<file path="config.mk">
export PLATFORM = sky130hd
export DESIGN_NAME = serial_rx_matcher
export DESIGN_NICKNAME = d
export VERILOG_FILES = /design/src/rtl/srx_pkg.sv /design/src/rtl/srx_sampler.sv /design/src/rtl/srx_filter.sv /design/src/rtl/srx_fifo.sv /design/src/rtl/serial_rx_matcher.sv
export SDC_FILE = /design/constraint.sdc
export NUM_CORES = 1
export LEC_CHECK = 0
export BUFFER_PORTS_ARGS = -buffer_cell sky130_fd_sc_hd__buf_2
export CORE_MARGIN = 5
export CORE_UTILIZATION = 30
export DETAILED_ROUTE_END_ITERATION = 16
export GPL_TIMING_DRIVEN = 0
export PLACE_DENSITY = 0.56
export SYNTH_ARGS = -nofsm -noshare
export SYNTH_HDL_FRONTEND = slang
export SYNTH_SLANG_ARGS = --single-unit
export TNS_END_PERCENT = 10
</file>
<file path="constraint.sdc">
create_clock -name clk -period 2.6 [get_ports clk]
set_clock_uncertainty 0.15 [all_clocks]
set_input_delay 0.13 -clock clk [delete_from_list [all_inputs] [get_ports clk]]
set_output_delay 0.13 -clock clk [all_outputs]
set_load 0.01 [all_outputs]
</file>
<file path="src/rtl/srx_pkg.sv">
package srx_pkg;
  localparam int RX_DEPTH   = 4;
  localparam int RX_MAXBITS = 9;
  localparam int RX_OSR     = 16;
  localparam int RX_LENW    = $clog2(RX_MAXBITS + 1);
  localparam int RX_ENTW    = RX_MAXBITS + 2;

  typedef enum logic [2:0] {
    ST_IDLE,
    ST_START,
    ST_DATA,
    ST_PAR,
    ST_STOP
  } rx_state_e;
endpackage

</file>
<file path="src/rtl/srx_sampler.sv">
module srx_sampler
  import srx_pkg::*;
#(
  parameter int OSR     = RX_OSR,
  parameter int MAXBITS = RX_MAXBITS,
  parameter int LENW    = RX_LENW
) (
  input  logic               clk,
  input  logic               rst_n,
  input  logic               tick,
  input  logic               rx,
  input  logic [LENW-1:0]    nbits,
  input  logic               par_en,
  input  logic               par_odd,
  output logic               done,
  output logic [MAXBITS-1:0] data,
  output logic               pe,
  output logic               fe
);
  localparam int CW   = $clog2(OSR);
  localparam int HALF = OSR / 2;

  rx_state_e       st;
  logic [CW-1:0]   cnt;
  logic [LENW-1:0] idx;
  logic            pbit;
  logic            bit_end;

  assign bit_end = tick && (cnt == CW'(OSR - 1));

  always_ff @(posedge clk or negedge rst_n) begin
    if (!rst_n) begin
      st   <= ST_IDLE;
      cnt  <= '0;
      idx  <= '0;
      data <= '0;
      pbit <= 1'b0;
      done <= 1'b0;
      pe   <= 1'b0;
      fe   <= 1'b0;
    end else begin
      done <= 1'b0;
      case (st)
        ST_IDLE: if (tick && !rx) begin
          st  <= ST_START;
          cnt <= '0;
        end
        ST_START: if (tick) begin
          if (cnt == CW'(HALF - 1)) begin
            cnt <= '0;
            if (!rx) begin
              st   <= ST_DATA;
              idx  <= '0;
              data <= '0;
            end else begin
              st <= ST_IDLE;
            end
          end else begin
            cnt <= cnt + 1'b1;
          end
        end
        ST_DATA: if (tick) begin
          cnt <= cnt + 1'b1;
          if (bit_end) begin
            data[idx] <= rx;
            idx <= idx + 1'b1;
            if (idx == nbits - 1'b1) st <= par_en ? ST_PAR : ST_STOP;
          end
        end
        ST_PAR: if (tick) begin
          cnt <= cnt + 1'b1;
          if (bit_end) begin
            pbit <= rx;
            st   <= ST_STOP;
          end
        end
        ST_STOP: if (tick) begin
          cnt <= cnt + 1'b1;
          if (bit_end) begin
            done <= 1'b1;
            fe   <= !rx;
            pe   <= par_en & (^data ^ pbit ^ par_odd);
            st   <= ST_IDLE;
          end
        end
        default: st <= ST_IDLE;
      endcase
    end
  end

  // a start bit that is high again at its midpoint goes back to idle
  p_false_start_r1: assert property (@(posedge clk) disable iff (!rst_n)
    (st == ST_START && tick && cnt == CW'(HALF - 1) && rx) |=> (st == ST_IDLE && !done));

  // a character can only complete out of the stop state
  p_done_after_stop_r4: assert property (@(posedge clk) disable iff (!rst_n)
    done |-> $past(st) == ST_STOP);
endmodule

</file>
<file path="src/rtl/srx_filter.sv">
module srx_filter
  import srx_pkg::*;
#(
  parameter int MAXBITS = RX_MAXBITS,
  parameter int ENTW    = RX_ENTW
) (
  input  logic               clk,
  input  logic               rst_n,
  input  logic               done,
  input  logic [MAXBITS-1:0] data,
  input  logic               pe,
  input  logic               fe,
  input  logic               nine,
  input  logic               addr_en,
  input  logic [MAXBITS-2:0] addr,
  input  logic [MAXBITS-1:0] ctrl,
  output logic               push,
  output logic [ENTW-1:0]    entry,
  output logic               addressed,
  output logic               ctrl_seen
);
  logic filt, is_addr, hit, keep;

  always_comb begin
    filt    = addr_en && nine;
    is_addr = data[MAXBITS-1];
    hit     = (data[MAXBITS-2:0] == addr);
    if (!filt)        keep = 1'b1;
    else if (is_addr) keep = hit;
    else              keep = addressed;
  end

  always_ff @(posedge clk or negedge rst_n) begin
    if (!rst_n) begin
      push      <= 1'b0;
      entry     <= '0;
      addressed <= 1'b0;
      ctrl_seen <= 1'b0;
    end else begin
      push <= 1'b0;
      if (done) begin
        push  <= keep;
        entry <= {fe, pe, data};
        if (filt && is_addr) addressed <= hit;
        if (keep) ctrl_seen <= (data == ctrl);
      end
    end
  end

  // a data character arriving while not addressed is never forwarded
  p_drop_unaddressed_r8: assert property (@(posedge clk) disable iff (!rst_n)
    (done && addr_en && nine && !data[MAXBITS-1] && !addressed) |=> !push);
endmodule

</file>
<file path="src/rtl/srx_fifo.sv">
module srx_fifo
  import srx_pkg::*;
#(
  parameter int DEPTH = RX_DEPTH,
  parameter int W     = RX_ENTW,
  parameter int CNTW  = $clog2(DEPTH + 1)
) (
  input  logic            clk,
  input  logic            rst_n,
  input  logic            push,
  input  logic [W-1:0]    din,
  input  logic [CNTW-1:0] cfg_depth,
  input  logic [CNTW-1:0] cfg_thresh,
  output logic            valid,
  input  logic            ready,
  output logic [W-1:0]    dout,
  output logic            thresh_hit,
  output logic            overrun
);
  localparam int PW = (DEPTH > 1) ? $clog2(DEPTH) : 1;

  logic [W-1:0]    mem [DEPTH];
  logic [PW-1:0]   rd, wr;
  logic [CNTW-1:0] count, eff_depth, eff_th;
  logic            full, pop, wr_en;

  function automatic logic [CNTW-1:0] clamp(input logic [CNTW-1:0] v);
    if (v == '0) return CNTW'(1);
    if (v > CNTW'(DEPTH)) return CNTW'(DEPTH);
    return v;
  endfunction

  function automatic logic [PW-1:0] nxt(input logic [PW-1:0] p);
    return (p == PW'(DEPTH - 1)) ? '0 : p + 1'b1;
  endfunction

  assign eff_depth  = clamp(cfg_depth);
  assign eff_th     = clamp(cfg_thresh);
  assign full       = (count >= eff_depth);
  assign valid      = (count != '0);
  assign pop        = valid && ready;
  assign wr_en      = push && !full;
  assign dout       = mem[rd];
  assign thresh_hit = (count >= eff_th);

  always_ff @(posedge clk) begin
    if (wr_en) mem[wr] <= din;
  end

  always_ff @(posedge clk or negedge rst_n) begin
    if (!rst_n) begin
      rd      <= '0;
      wr      <= '0;
      count   <= '0;
      overrun <= 1'b0;
    end else begin
      if (wr_en) wr <= nxt(wr);
      if (pop)   rd <= nxt(rd);
      count <= count + CNTW'(wr_en) - CNTW'(pop);
      if (push && full) overrun <= 1'b1;
    end
  end

  // a push into a full queue does not change the fill level
  p_no_overflow_r5: assert property (@(posedge clk) disable iff (!rst_n)
    (push && full && !pop) |=> count == $past(count));

  // a lost character leaves overrun set
  p_overrun_set_r5: assert property (@(posedge clk) disable iff (!rst_n)
    (push && full) |=> overrun);

  // output held while the host withholds ready
  p_hold_r7: assert property (@(posedge clk) disable iff (!rst_n)
    (valid && !ready) |=> (valid && $stable(dout)));

  // threshold is at least one, so it implies a non-empty queue
  p_thresh_nonempty_r6: assert property (@(posedge clk) disable iff (!rst_n)
    thresh_hit |-> valid);
endmodule

</file>
<file path="src/rtl/serial_rx_matcher.sv">
module serial_rx_matcher
  import srx_pkg::*;
#(
  parameter int DEPTH   = RX_DEPTH,
  parameter int OSR     = RX_OSR,
  parameter int MAXBITS = RX_MAXBITS,
  parameter int LENW    = $clog2(MAXBITS + 1),
  parameter int CNTW    = $clog2(DEPTH + 1),
  parameter int ENTW    = MAXBITS + 2
) (
  input  logic               clk,
  input  logic               rst_n,
  input  logic               tick16,
  input  logic               rxd,
  input  logic               lb_txd,
  output logic               txd_out,
  input  logic [LENW-1:0]    cfg_bits,
  input  logic               cfg_par_en,
  input  logic               cfg_par_odd,
  input  logic [CNTW-1:0]    cfg_depth,
  input  logic [CNTW-1:0]    cfg_thresh,
  input  logic               cfg_addr_en,
  input  logic [MAXBITS-2:0] cfg_addr,
  input  logic [MAXBITS-1:0] cfg_ctrl,
  input  logic               cfg_echo,
  input  logic               cfg_loop,
  output logic               m_valid,
  input  logic               m_ready,
  output logic [ENTW-1:0]    m_data,
  output logic               thresh_hit,
  output logic               addressed,
  output logic               ctrl_seen,
  output logic               overrun
);
  localparam int MINBITS = 5;

  logic [1:0]         sync;
  logic               rx_s;
  logic [LENW-1:0]    nbits;
  logic               done, pe, fe, push;
  logic [MAXBITS-1:0] cdata;
  logic [ENTW-1:0]    entry;

  always_ff @(posedge clk or negedge rst_n) begin
    if (!rst_n) sync <= '1;
    else        sync <= {sync[0], cfg_loop ? lb_txd : rxd};
  end
  assign rx_s = sync[1];

  assign txd_out = cfg_loop ? 1'b1 : (cfg_echo ? rxd : lb_txd);

  always_comb begin
    if (cfg_bits < LENW'(MINBITS))      nbits = LENW'(MINBITS);
    else if (cfg_bits > LENW'(MAXBITS)) nbits = LENW'(MAXBITS);
    else                                nbits = cfg_bits;
  end

  srx_sampler #(.OSR(OSR), .MAXBITS(MAXBITS), .LENW(LENW)) u_samp (
    .clk, .rst_n, .tick(tick16), .rx(rx_s), .nbits,
    .par_en(cfg_par_en), .par_odd(cfg_par_odd),
    .done, .data(cdata), .pe, .fe
  );

  srx_filter #(.MAXBITS(MAXBITS), .ENTW(ENTW)) u_filt (
    .clk, .rst_n, .done, .data(cdata), .pe, .fe,
    .nine(nbits == LENW'(MAXBITS)), .addr_en(cfg_addr_en),
    .addr(cfg_addr), .ctrl(cfg_ctrl),
    .push, .entry, .addressed, .ctrl_seen
  );

  srx_fifo #(.DEPTH(DEPTH), .W(ENTW), .CNTW(CNTW)) u_fifo (
    .clk, .rst_n, .push, .din(entry),
    .cfg_depth, .cfg_thresh,
    .valid(m_valid), .ready(m_ready), .dout(m_data),
    .thresh_hit, .overrun
  );

  // loopback keeps the transmit line at mark
  p_loop_mark_r11: assert property (@(posedge clk) disable iff (!rst_n)
    cfg_loop |-> txd_out);
endmodule

</file>
==> summary.txt <==
Leak Pwr: 2.25 nW
Die ar.: 17700 um^2
syn nets: 403
vias in the first global route: 2878
CTS root buf: clkbuf_16
slew of the pin with the lowest slew margin: 1.08 ns
biggest area consumer among synthesized cells: edfxtp_1
DP Wirelength: 6750 um
worst min path class: primary input to flip-flop
largest family of logic cells by synthesized area: multiplexers
synthesized area per cell: 13.2 um^2
final setup fails: 0
crit path kind: flip-flop to flip-flop
largest net degree at the start of global routing: 49
crit-path max FO: 6
Area contributors post-synth: edfxtp_1, dfrtp_1, ha_1, mux4_2, mux2_2
total number of vias: 2785
crit path capture type: flip-flop
DP Worst Slack: 0.0804 ns
most common cell after layout, fill and taps aside: buf_2
Iteration-0 DRC Markers: 120
Peak VDD IR: 0.000326 V
Area growth syn-to-layout: 18.5%
DIE WIDTH: 133 um
cts bufs inserted: 9
All-Layer GR Usage: 0.104
area share of the largest cell type after synthesis: 0.292
CP max stage cell: fa_1
core area: 15000 um^2
synth unique cells: 56
Row Count: 45
yosys warns: 0
number of synthesized flops with an enable pin: 44
wire per inst: 14.7 um
Synth Area in Adders: 0.0597
die height: 133 um
most used cell, CP: ha_1
clk buf depth: 2
WP buf/inv: 1
CTS tree: yes
Tmin final: 2.47 ns
Diodes inserted: 0
ys async rst share: 0.522
Period Utilization, post-route: 0.952
clock sink count: 92
mapped cell area: 4530 um^2
Max Clk Rate: 404 MHz
Starting Density: 0.301
antenna viol nets, final: 0
CP delay by family, top: adder cells
critical path cell sequence: inv_1, ha_1, nand2b_1, a21o_1, a21oi_1, and2_1, ha_1, fa_1
clock latency on the worst-skew pair: 0.33 ns
mux cell area share after synthesis: 0.122
CP Launch Type: flip-flop
layout cells sized above 1: 0.288
initial antenna violation count: 0
Final Max Tran Viols: 0
XOR/XNOR Fraction of Synth Area: 0.0715
Mapped Cells: 344
PwrDens: 795 nW/um^2
Post-route DRC: 0
Worst-path clk slew: 0.07 ns
routed vias/inst: 4.60
simple-gate share of the synthesized area: 0.0928
Synth Area in Compound Gates: 0.0619
net total in the final layout: 471
Detailed Route WL: 8920 um
Worst EP arrival: 2.53 ns
ys flop type: dfrtp_1
First-pass DRT Iterations: 4
H-tree Lvls: 3
commonest cells after routing, fill and taps aside: buf_2, dfrtp_1, edfxtp_1
status: finished clean
Hold Fails Final Rpt: 0
Max Cap Viol: 0
Worst EP required: 2.65 ns
Reg2Reg Setup Slack: 0.13 ns
final setup TNS: 0 ns
setup slack after layout: 0.126 ns
GPL Wtd Cong: 0.799
Port-buffer cells: 54
Slew HR: 0.283
GRT Residual Overflow: 0
CP max stage delay: 0.42 ns
IO Count: 55
sequential fraction of the synthesis area: 0.557
first-pass GRT wire length: 14400 um
RSZ-0062 raised after global routing: no
flops & latches, synth: 92
==> flip-flops by register name, indices dropped and copies added (netlist names) <==
signal,cells
sync,2
u_fifo.count,3
u_fifo.mem,44
u_fifo.overrun,1
u_fifo.rd,2
u_fifo.wr,2
u_filt.addressed,1
u_filt.ctrl_seen,1
u_filt.entry,11
u_filt.push,1
u_samp.cnt,4
u_samp.data,9
u_samp.done,1
u_samp.fe,1
u_samp.idx,4
u_samp.pbit,1
u_samp.pe,1
u_samp.st,3
==> what timing repair did <==
item	CTS	global route
setup endpoints to repair	0	22
gates resized for setup	0	2
endpoints found under the hold margin	47	0
buffers inserted	0	0
hold buffers	3	0
==> worst paths after layout <==
| check | to | start | depth (start not counted) |
|---|---|---|---|
| max in group asynchronous | u_samp.idx[1] | rst_n | 2 |
| worst min-delay path | u_fifo.rd[0] | m_ready | 3 |
| min in group asynchronous | u_samp.cnt[0] | rst_n | 2 |
| worst max-delay path | u_fifo.count[1] | u_fifo.count[0] | 8 |
| worst max register to register | u_fifo.count[1] | u_fifo.count[0] | 8 |
| worst min register to register | sync[1] | sync[0] | 0 |
==> power by group <==
group          internal [W]  total (W)  switching, W
Combinational      0.000599    0.00119      0.000588
Clock              0.000755    0.00130      0.000545
Sequential          0.00164    0.00178      0.000141
Total               0.00299    0.00427       0.00127
==> layer usage <==
metal / wire [um] / vias up / GRT usage
met1: 3720 / 1364 / 0.122
met2: 4800 / 41 / 0.190
met3: 363 / 2 / 0.0289
li1: - / 1378 / -
met4: 40 / 0 / 0.0237
met5: 0 / - / 0
==> metrics by stage <==
step	instance area, um^2	util	total power [W]	instances	hold WS, ns
after floorplan	4530	-	0.00268	344	-0.316
after CTS	5370	0.357	0.00435	605	0.0165
after global placement	5040	0.335	0.00298	586	0.198
after detailed placement	5040	0.335	0.00303	586	0.198
final	5370	0.357	0.00427	605	0.0238
after global routing	5370	0.357	0.00455	605	0.0608
==> worst reg2reg max path, delay by kind of cell, from the launching register on <==
family,cells,cell delay [ns]
DFF,1,0.37
and+or+nand+nor,2,0.39
buffers and inverters,1,0.11
adders and majority gates,3,0.86
AOI/OAI and AO/OA,2,0.47
==> cell type report <==
class                   instances  area [um^2]
plain buffers                  11         71.3
clock buffers                  10          229
clock inverters                 6         72.6
fillers                      1432         9660
inverters                      23         86.3
multi-input cells             218         1850
flip-flops and latches         92         2520
well taps                     188          235
repair buffers                 57          300
==> kinds of logic (layout without fill, tap and decap cells) <==
| group | count (synthesis) | in the layout |
|---|---|---|
| AO/OA/AOI/OAI | 40 | 40 |
| flip-flops | 92 | 92 |
| adder cells (fa/ha/maj) | 21 | 21 |
| multiplexers | 39 | 39 |
| AND/OR/NAND/NOR | 81 | 81 |
| XOR/XNOR | 37 | 37 |
| buffers and inverters | 34 | 107 |
==> Yosys cell counts, types with 3 or more instances <==
| library cell | number |
|---|---|
| inv_1 | 22 |
| mux2i_1 | 8 |
| nand3_1 | 9 |
| o31ai_1 | 5 |
| nor3_1 | 5 |
| ha_1 | 20 |
| nor4_1 | 3 |
| edfxtp_1 | 44 |
| nand4_1 | 3 |
| dfrtp_1 | 46 |
| xor2_1 | 16 |
| nand2_1 | 31 |
| clkbuf_1 | 4 |
| a21o_1 | 5 |
| or3_1 | 4 |
| and3_1 | 4 |
| a21oi_1 | 7 |
| nor2_1 | 8 |
| o21ai_0 | 7 |
| mux2_2 | 20 |
| xnor2_1 | 21 |
| mux4_2 | 11 |
No activity file was read; power rests on OpenSTA's default activity.
